## src/rtl/psram_sleep_pkg.sv

```systemverilog
package psram_sleep_pkg;

  typedef enum logic [1:0] {
    ST_NORMAL = 2'd0,
    ST_PAR    = 2'd1,
    ST_DPD    = 2'd2,
    ST_INIT   = 2'd3
  } sleep_state_t;

  function automatic int unsigned us_to_cycles(input int unsigned mhz, input int unsigned us);
    return mhz * us;
  endfunction

  function automatic logic refresh_for(input sleep_state_t st, input logic par_full);
    case (st)
      ST_DPD:  return 1'b0;
      ST_PAR:  return par_full;
      default: return 1'b1;
    endcase
  endfunction

endpackage

```

## src/rtl/psram_cycle_timer.sv

```systemverilog
module psram_cycle_timer #(
  parameter int unsigned LIMIT = 20
) (
  input  logic clk,
  input  logic rst_n,
  input  logic run,
  output logic hit
);
  localparam int unsigned W = (LIMIT < 1) ? 1 : $clog2(LIMIT + 1);

  logic [W-1:0] cnt_q;

  always_ff @(posedge clk or negedge rst_n) begin
    if (!rst_n) begin
      cnt_q <= '0;
    end else if (!run) begin
      cnt_q <= '0;
    end else if (cnt_q != W'(LIMIT)) begin
      cnt_q <= cnt_q + 1'b1;
    end
  end

  assign hit = run && (cnt_q == W'(LIMIT));
endmodule

```

## src/rtl/psram_sleep_ctrl.sv

```systemverilog
module psram_sleep_ctrl
  import psram_sleep_pkg::*;
#(
  parameter int unsigned CLK_MHZ   = 100,
  parameter int unsigned ENTRY_US  = 10,
  parameter int unsigned INIT_US   = 150,
  parameter bit          SEL_RESET = 1'b0,
  parameter bit          PAR_FULL  = 1'b1
) (
  input  logic clk,
  input  logic rst_n,
  input  logic sleep_n,
  input  logic cfg_wr,
  input  logic cfg_hw_wr,
  input  logic cfg_sel_in,
  output logic ready,
  output logic cmd_block,
  output logic refresh_en,
  output logic sel_bit,
  output logic sw_locked
);
  localparam int unsigned ENTRY_CYC = us_to_cycles(CLK_MHZ, ENTRY_US);
  localparam int unsigned INIT_CYC  = us_to_cycles(CLK_MHZ, INIT_US);
  localparam int unsigned INIT_LIM  = (INIT_CYC < 1) ? 0 : INIT_CYC - 1;

  sleep_state_t st_q, st_d;
  logic sel_q, sel_d, lock_q, lock_d, sleep_q;

  // named internal events
  logic pin_qualified, pin_rise, init_done, pin_entry, sw_par_entry, hw_wr_ok;

  psram_cycle_timer #(.LIMIT(ENTRY_CYC)) u_entry_timer (
    .clk(clk), .rst_n(rst_n),
    .run(!sleep_n && (st_q == ST_NORMAL)),
    .hit(pin_qualified)
  );

  psram_cycle_timer #(.LIMIT(INIT_LIM)) u_init_timer (
    .clk(clk), .rst_n(rst_n),
    .run(st_q == ST_INIT),
    .hit(init_done)
  );

  assign pin_rise     = sleep_n && !sleep_q;
  assign pin_entry    = pin_qualified && (!sel_q || !lock_q);
  assign sw_par_entry = (st_q == ST_NORMAL) && !pin_entry && cfg_wr && cfg_sel_in;
  assign hw_wr_ok     = (st_q == ST_NORMAL) && !pin_entry && !cfg_wr && cfg_hw_wr && !sleep_n;

  always_comb begin
    st_d   = st_q;
    sel_d  = sel_q;
    lock_d = lock_q;
    case (st_q)
      ST_NORMAL: begin
        if (pin_entry) begin
          st_d = sel_q ? ST_PAR : ST_DPD;
        end else if (cfg_wr) begin
          sel_d  = cfg_sel_in;
          lock_d = 1'b1;
          if (cfg_sel_in) st_d = ST_PAR;
        end else if (hw_wr_ok) begin
          sel_d = cfg_sel_in;
        end
      end
      ST_PAR:  if (pin_rise)  st_d = ST_NORMAL;
      ST_DPD:  if (pin_rise)  st_d = ST_INIT;
      ST_INIT: if (init_done) st_d = ST_NORMAL;
      default: st_d = ST_NORMAL;
    endcase
  end

  always_ff @(posedge clk or negedge rst_n) begin
    if (!rst_n) begin
      st_q    <= ST_NORMAL;
      sel_q   <= SEL_RESET;
      lock_q  <= 1'b0;
      sleep_q <= 1'b1;
    end else begin
      st_q    <= st_d;
      sel_q   <= sel_d;
      lock_q  <= lock_d;
      sleep_q <= sleep_n;
    end
  end

  assign ready      = (st_q == ST_NORMAL);
  assign cmd_block  = (st_q != ST_NORMAL);
  assign refresh_en = refresh_for(st_q, PAR_FULL);
  assign sel_bit    = sel_q;
  assign sw_locked  = lock_q;

  // Assertions
  assert_entry_qualified_R2: assert property (@(posedge clk) disable iff (!rst_n)
    (st_q == ST_NORMAL && !pin_qualified && !sw_par_entry) |=> ready);

  assert_par_exit_R3: assert property (@(posedge clk) disable iff (!rst_n)
    (st_q == ST_PAR && pin_rise) |=> ready);

  assert_dpd_no_refresh_R4: assert property (@(posedge clk) disable iff (!rst_n)
    (st_q == ST_DPD) |-> !refresh_en);

  assert_init_blocked_R6: assert property (@(posedge clk) disable iff (!rst_n)
    (st_q == ST_INIT) |-> (cmd_block && !ready && refresh_en));

  assert_lock_sticky_R8: assert property (@(posedge clk) disable iff (!rst_n)
    sw_locked |=> sw_locked);

  assert_sw_par_R9: assert property (@(posedge clk) disable iff (!rst_n)
    sw_par_entry |=> (st_q == ST_PAR));

  assert_sw_no_dpd_R10: assert property (@(posedge clk) disable iff (!rst_n)
    (st_q == ST_NORMAL && cfg_wr && !pin_qualified) |=> (st_q != ST_DPD));

  assert_ignore_writes_R11: assert property (@(posedge clk) disable iff (!rst_n)
    (st_q != ST_NORMAL) |=> ($stable(sel_bit) && $stable(sw_locked)));
endmodule

```

## config.mk

```make
export PLATFORM = sky130hd
export DESIGN_NAME = psram_sleep_ctrl
export DESIGN_NICKNAME = d
export VERILOG_FILES = /design/src/rtl/psram_sleep_pkg.sv /design/src/rtl/psram_cycle_timer.sv /design/src/rtl/psram_sleep_ctrl.sv
export SDC_FILE = /design/constraint.sdc
export NUM_CORES = 1
export LEC_CHECK = 0
export ABC_AREA = 1
export BUFFER_PORTS_ARGS = -buffer_cell sky130_fd_sc_hd__buf_2
export CORE_UTILIZATION = 29
export CTS_BUF_LIST = sky130_fd_sc_hd__clkbuf_4 sky130_fd_sc_hd__clkbuf_8
export DETAILED_ROUTE_END_ITERATION = 12
export HOLD_SLACK_MARGIN = 0.06
export PLACE_DENSITY = 0.43
export SYNTH_ARGS = -nofsm -noshare
export SYNTH_HDL_FRONTEND = slang
export SYNTH_SLANG_ARGS = --single-unit
```

## constraint.sdc

```tcl
create_clock -name clk -period 1.5 [get_ports clk]
set_input_delay 0.075 -clock clk [delete_from_list [all_inputs] [get_ports clk]]
set_output_delay 0.075 -clock clk [all_outputs]
set_load 0.01 [all_outputs]
```

-- Word-level counts from Yosys, hierarchy flattened
Cells that the tools add are included.
- bits in registers: 29
- bits of input ports: 6
- output and inout port bits: 5
- logic and storage cells: 60
- $add $sub $neg: 2
- eq/ne operators: 14
- mux-type cells: 15
- bitwise operators: 1
- reduce and logical (&&, ||, !) cells: 22
- operators by type and width (cell ; number):
    14-bit 2-to-1 mux ; 2
    10-bit 2-to-1 mux ; 2
    14-bit by 1-bit adder with 14-bit output, second input constant ; 1
    14-bit equality test, second input constant ; 1
    2-bit 2-to-1 mux ; 7
    14-bit inequality test, second input constant ; 1
    10-bit by 1-bit adder with 10-bit output, second input constant ; 1
    10-bit equality test, second input constant ; 1
    10-bit inequality test, second input constant ; 1
    2-bit inequality test, second input constant ; 5
    1-bit logical AND ; 9
    2-bit case mux with 4 select lines ; 1
    1-bit zero test ; 6
    3-bit by 2-bit inequality test with 1-bit output, second input constant ; 2
    3-bit AND reduction ; 2
    5-bit AND reduction ; 1
    2-bit equality test, second input constant ; 2
    2-bit nonzero test ; 2
    1-bit 2-to-1 mux ; 3
    2-bit by 1-bit equality test with 1-bit output, second input constant ; 1
    2-bit zero test ; 1
    1-bit logical OR ; 1
    1-bit NOT ; 1

-- Depth between registers and ports, before layout
- word-level depth: 11
- mapped depth: 12
- depth with buffers taken out: 12

-- Hierarchy
A second synthesis with hierarchy kept.
- cell total of the unflattened synthesis: 264
- area, all modules: 1793.0 µm²
- modules (own cells, without submodules) (module ; instances ; cells each ; area each (µm²) ; seq. area each (µm²)):
    psram_cycle_timer at u_init_timer ; 1 ; 140 ; 905.9 ; 350.3
    psram_cycle_timer at u_entry_timer ; 1 ; 81 ; 581.8 ; 250.2
    psram_sleep_ctrl ; 1 ; 43 ; 305.3 ; 126.4

-- Least setup slack after synthesis
No wires, ideal clock.
- path kind: register -> register
- from: reg u_entry_timer.cnt_q[0]
- to: reg st_q[1]
- library setup time: 0.116 ns
- data arrival time: 1.268 ns
- required time: 1.384 ns
- setup slack: 0.116 ns
- stages on the path, launching flop included: 12
- buffers on the path: 0
- clock period less this slack: 1.384 ns
- cells stage by stage: dfrtp_1 > inv_1 > ha_1 > nand2_1 > nor2_2 > nand2_1 > nor2_4 > nand3_1 > nand3_1 > nand2_2 > nand2_1 > nand2_1
- word-level cells in the longest chain between the ends: 5
- elaborated cells between the ends (all ways): 8
- those cells by class: 3 x eq/ne; 2 x mux; 3 x reduce/logical
- ends and longest elaborated chain (what ; RTL line ; source):
    from (decl) ; psram_cycle_timer.sv:11 ; logic [W-1:0] cnt_q;
    from (signal assigned) ; psram_cycle_timer.sv:19 ; cnt_q <= cnt_q + 1'b1;
    10-bit equality test (*) ; psram_cycle_timer.sv:23 ; assign hit = run && (cnt_q == W'(LIMIT));
    1-bit logical AND (*) ; psram_cycle_timer.sv:23 ;
    1-bit logical AND (*) ; psram_sleep_ctrl.sv:45 ; assign pin_entry = pin_qualified && (!sel_q || !lock_q);
    3-bit by 2-bit inequality test with 1-bit output (no source line) or 2-bit 2-to-1 mux (tied branches) ; - ;
    5-bit AND reduction (no source line) or 2-bit case mux with 4 select lines (tied branches) ; - ;
    to (signal assigned) ; psram_sleep_ctrl.sv:79 ; st_q <= st_d;
    to (decl) ; psram_sleep_ctrl.sv:26 ; sleep_state_t st_q, st_d;
Every way passes the cells marked *; elsewhere a longest branch is shown, timed or not.
A chain may end at the register's enable or synchronous reset.

-- Worst setup path after layout
- from: reg u_entry_timer.cnt_q[1]
- to: reg st_q[1]
The elaborated chain is that of the path after synthesis.

==> impl.org <==
** Status
- The flow ran to the end, and the final reports show no timing, DRC or antenna violations.

** Layout
- Fillers :: between 500 and 600
- Highest-count cells in the layout ignoring fill and taps :: sky130_fd_sc_hd__nand2_1, sky130_fd_sc_hd__dfrtp_1, sky130_fd_sc_hd__nor2_1
- Area added between synthesis and finish :: 26.30%
- Number of diodes :: 0
- Cell Count, Final, Fillers Out :: roughly 310
- Most common cell after layout, fill and taps aside :: sky130_fd_sc_hd__nand2_1
- For this run, the post-layout net count is approximately 250.
- Cells with a size suffix above 1 make up 29.92% of the layout.

** Setup path
- Crit path required time :: around 1.7 ns
- Worst setup startpoint :: u_entry_timer.cnt_q[1]
- Critical R2R Capture :: st_q[1]
- Critical Path Fanout Max :: 2
- Reg2reg path depth :: 11
- The worst setup path is launched from a flip-flop.
- Arr. time, crit path :: roughly 1.7 ns
- Crit path kind :: flip-flop to flip-flop
- Following the worst setup path forward leads to its endpoint at st_q[1].
- The worst register-to-register path begins at u_entry_timer.cnt_q[1].
- Across all register-to-register paths, the minimum setup slack is just over 0.07 ns.
- Critical path capture point type :: flip-flop

** Routing
- Once detail routing completed, the nets flagged for antenna violations numbered 0.
- Dividing the detail-routed wire length by the instance count gives between 10 and 15 um.
- Count of TritonRoute iterations in the first routing pass :: 4
- The detailed router finished its first iteration with 75 violations.
- DR DRC count :: 0
- Total via count in the routed design :: 1404
- Wires add up to ~3600 um.
- Via density per instance :: between 4 and 5

** Clock tree
- For this design, the sink count on the clock tree is 29.
- Depth of the CTS H-tree :: 2
- Clock transition at path regs :: approximately 0.070 ns
- CTS placed an instance of sky130_fd_sc_hd__clkbuf_8 at the clock tree root.
- Clock latency on the worst-skew pair, taken at its later pin, is between 0.2 and 0.3 ns.
- Clock tree from TritonCTS :: done
- The clock passes through at most 2 buffers.
- Clock tree synthesis inserted a total of 5 buffers.

** Power
- In this run the static leakage power is 0.9284 nW.
- Of the total power, the share spent switching nets is roughly a third.
- Of the total power, registers draw 42.5%.
- Power per cell area :: 1016 nW/um^2
- Comb power frac :: between 20% and 30%
- Internal Dissipation :: 1.405 mW
- Power dissipated by switching net loads :: 0.6896 mW
- Clock network fraction of total power :: about 30%
- VDD sags by at most roughly 0.65 mV.

** Logic synthesis
- After synthesis, the largest family of logic cells by area is simple AND/OR/NAND/NOR gates.
- Combined area of all synthesized cells :: approximately 1600 sq um
- Summing the areas of all xor and xnor instances in the mapped netlist gives approximately 1.6% of the synthesized area.
- During synthesis, Yosys emitted a total of 0 warnings.
- After synthesis the netlist holds a flip-flop and latch count of 29.
- Share of synthesized area spent on multiplexers :: 0%
- Number of distinct standard cells referenced by the synthesized netlist :: 29
- For this run, the register share of the synthesized area comes to between 40% and 50%.
- After Yosys synthesis, and, or, nand and nor cells account for approximately 32% of the synthesized area.
- Post-synthesis instance total :: between 200 and 250
- Post-synth net total :: roughly 220
- Summing the areas of all compound-gate instances in the mapped netlist gives roughly 12% of the synthesized area.
- The synthesized netlist devotes between 2 and 2.5% of its cell area to adder and majority cells.
- Average cell area after synthesis :: between 7 and 8 sq um

** STA
- Max-slew violation count :: 0
- At the pin with the least slew margin, the transition time is 0.7117 ns.
- Sum of negative setup slack :: 0 ns
- The worst path in the final design needs a cycle of roughly 1.4 ns, including I/O delays and setup.
- Static timing analysis puts the maximum clock frequency at roughly 700 MHz.
- Final period util :: 95.30%
- Hold Violations, Final :: 0
- Final count of negative-setup-slack endpoints :: 0
- Headroom to the max-slew limit came out at roughly 53%.
- Clock skew on the completed layout was measured at ~0.0047 ns.
- Setup repair after global routing could not meet its margin everywhere.

** Place
- Detailed placement ended at an HPWL of 2611 um.
- After detailed placement, the design holds a cell count of 298.
- Port Buffer Count :: 10
- Final weighted congestion of routability-driven global placement :: about 0.74

** GRT
- Maximum number of pins on one net before global-route repair :: 30
- Global routing consumed, over all layers together, 13.05% of the routing resources.
- The first global-routing pass estimated about 6100 um of wire.
- Total congestion overflow :: 0
- The via count of the first global-routing pass is between 1000 and 1500.
- The initial antenna violation count came to 0.

** Floorplan
- Area of the die :: between 5000 and 6000 sq um
- Die height :: 77.01 um
- Once the floorplan was initialized, standard cells occupied 30.96% of the core.
- Die boundary width :: ~77 um
- # rows :: 26
- For this design the top-level I/O count stands at 11.
- The total area inside the core boundary comes to roughly 5300 sq um.

** Run
- Across the run, the number of max-cap violations was 0.

** Min path
- Min-Delay Path Class :: input pin to flip-flop
## stage by stage
stage | worst slack [ns] | utilization (%) | power [mW] | hold WS [ns] | cell area (sq um)
after floorplan | 0.1161 | - | 1.201 | -0.2206 | 1632
after global placement | 0.07820 | 35.14 | 1.405 | 0.1770 | 1852
after detailed placement | 0.04978 | 35.14 | 1.397 | 0.1780 | 1852
after CTS | 0.03917 | 37.54 | 2.072 | 0.1515 | 1978
after global routing | -0.07071 | 39.10 | 2.240 | 0.1950 | 2061
final | 0.07046 | 39.10 | 2.094 | 0.1550 | 2061
## kinds of logic after synthesis
kind of cell	after synthesis
simple gates	106
compound gates	34
fa+ha+maj	3
flops	29
buf+inv	32
xor+xnor	3
## per-layer routing
layer / part of all wire [%] / GRT usage [%] / vias up / routed length [um]
li1: - / - / 741 / -
met1: 54 / 19.04 / 646 / 1920
met2: 42 / 18.21 / 15 / 1504
met3: 2.9 / 3.214 / 2 / 103
met4: 0.79 / 5.094 / 0 / 28
met5: 0 / 0 / - / 0
## final cells by class
cell class	count	area (sq um)	share of cell area, %
multi-input cells	146	833.3	40.44
inverters	31	116.4	5.647
well taps	70	87.58	4.250
clock inverters	2	10.01	0.4857
clock buffers	6	76.32	3.704
flip-flops and latches	29	726.9	35.28
repair buffers	30	210.2	10.20
## cell usage after synthesis
cell type | instances | share of area (%)
sky130_fd_sc_hd__o21a_1 | 1 | 0.46
sky130_fd_sc_hd__inv_1 | 21 | 4.8
sky130_fd_sc_hd__dfstp_2 | 1 | 1.6
sky130_fd_sc_hd__nor2_1 | 25 | 5.8
sky130_fd_sc_hd__inv_2 | 9 | 2.1
sky130_fd_sc_hd__a21o_1 | 1 | 0.46
sky130_fd_sc_hd__dfrtp_1 | 28 | 43
sky130_fd_sc_hd__a21oi_1 | 14 | 4.3
sky130_fd_sc_hd__a211oi_1 | 1 | 0.46
sky130_fd_sc_hd__nor3_1 | 5 | 1.5
sky130_fd_sc_hd__nor2_8 | 1 | 1.2
sky130_fd_sc_hd__o21ai_0 | 9 | 2.8
sky130_fd_sc_hd__nand2_2 | 4 | 1.5
sky130_fd_sc_hd__buf_4 | 1 | 0.46
sky130_fd_sc_hd__nor3b_1 | 1 | 0.46
sky130_fd_sc_hd__nor2_2 | 3 | 1.2
sky130_fd_sc_hd__o21ai_2 | 1 | 0.54
sky130_fd_sc_hd__clkinv_1 | 1 | 0.23
sky130_fd_sc_hd__nor3_2 | 3 | 1.8
sky130_fd_sc_hd__nor3_4 | 1 | 1.0
sky130_fd_sc_hd__a31o_2 | 1 | 0.54
sky130_fd_sc_hd__xor2_1 | 3 | 1.6
sky130_fd_sc_hd__nand2_1 | 42 | 9.7
sky130_fd_sc_hd__o21ai_1 | 3 | 0.92
sky130_fd_sc_hd__nand3_1 | 14 | 4.3
sky130_fd_sc_hd__nor2_4 | 4 | 2.8
sky130_fd_sc_hd__nand4_1 | 3 | 1.2
sky130_fd_sc_hd__ha_1 | 3 | 2.3
sky130_fd_sc_hd__a31oi_1 | 3 | 1.2
## critical path, cell delays in order, from the launching register on
cell and delay, ns:
sky130_fd_sc_hd__dfrtp_1 0.39, sky130_fd_sc_hd__inv_2 0.08, sky130_fd_sc_hd__ha_4 0.13, sky130_fd_sc_hd__inv_1 0.04, sky130_fd_sc_hd__nor2_2 0.09, sky130_fd_sc_hd__nand2_1 0.05, sky130_fd_sc_hd__nor2_1 0.13, sky130_fd_sc_hd__nand4_1 0.16
sky130_fd_sc_hd__buf_4 0.17, sky130_fd_sc_hd__nand2_1 0.05, sky130_fd_sc_hd__nand2_1 0.05, sky130_fd_sc_hd__nand2_1 0.04
## what timing repair did
action / 4_1_cts / 5_1_grt
resized for setup: 0 / 15
hold endpoints to repair: 31 / 0
endpoints found under the setup margin: 0 / 4
hold buffers: 4 / 0
setup buffers: 0 / 4
## power by group through the flow
stage | sequential (mW) | clock (mW) | combinational, mW
2_1_floorplan | 0.911 | 0 | 0.290
3_3_place_gp | 0.902 | 0 | 0.503
3_5_place_dp | 0.901 | 0 | 0.497
4_1_cts | 0.887 | 0.678 | 0.508
5_1_grt | 0.896 | 0.702 | 0.642
6_report | 0.889 | 0.643 | 0.562
## sequential cells by signal, summed over array words and instances (netlist names)
signal,count
sw_locked,1
sel_bit,1
sleep_q,1
u_init_timer.cnt_q,14
u_entry_timer.cnt_q,10
st_q,2
## worst min path at each step
stage | start | to | cells after the start
floorplan | rst_n | sel_bit | 0
global placement | rst_n | u_entry_timer.cnt_q[4] | 1
detailed placement | rst_n | u_entry_timer.cnt_q[7] | 1
CTS | cfg_hw_wr | sel_bit | 4
global route | cfg_hw_wr | sel_bit | 4
finish | cfg_hw_wr | sel_bit | 4
Power figures use the tool's default switching activity.
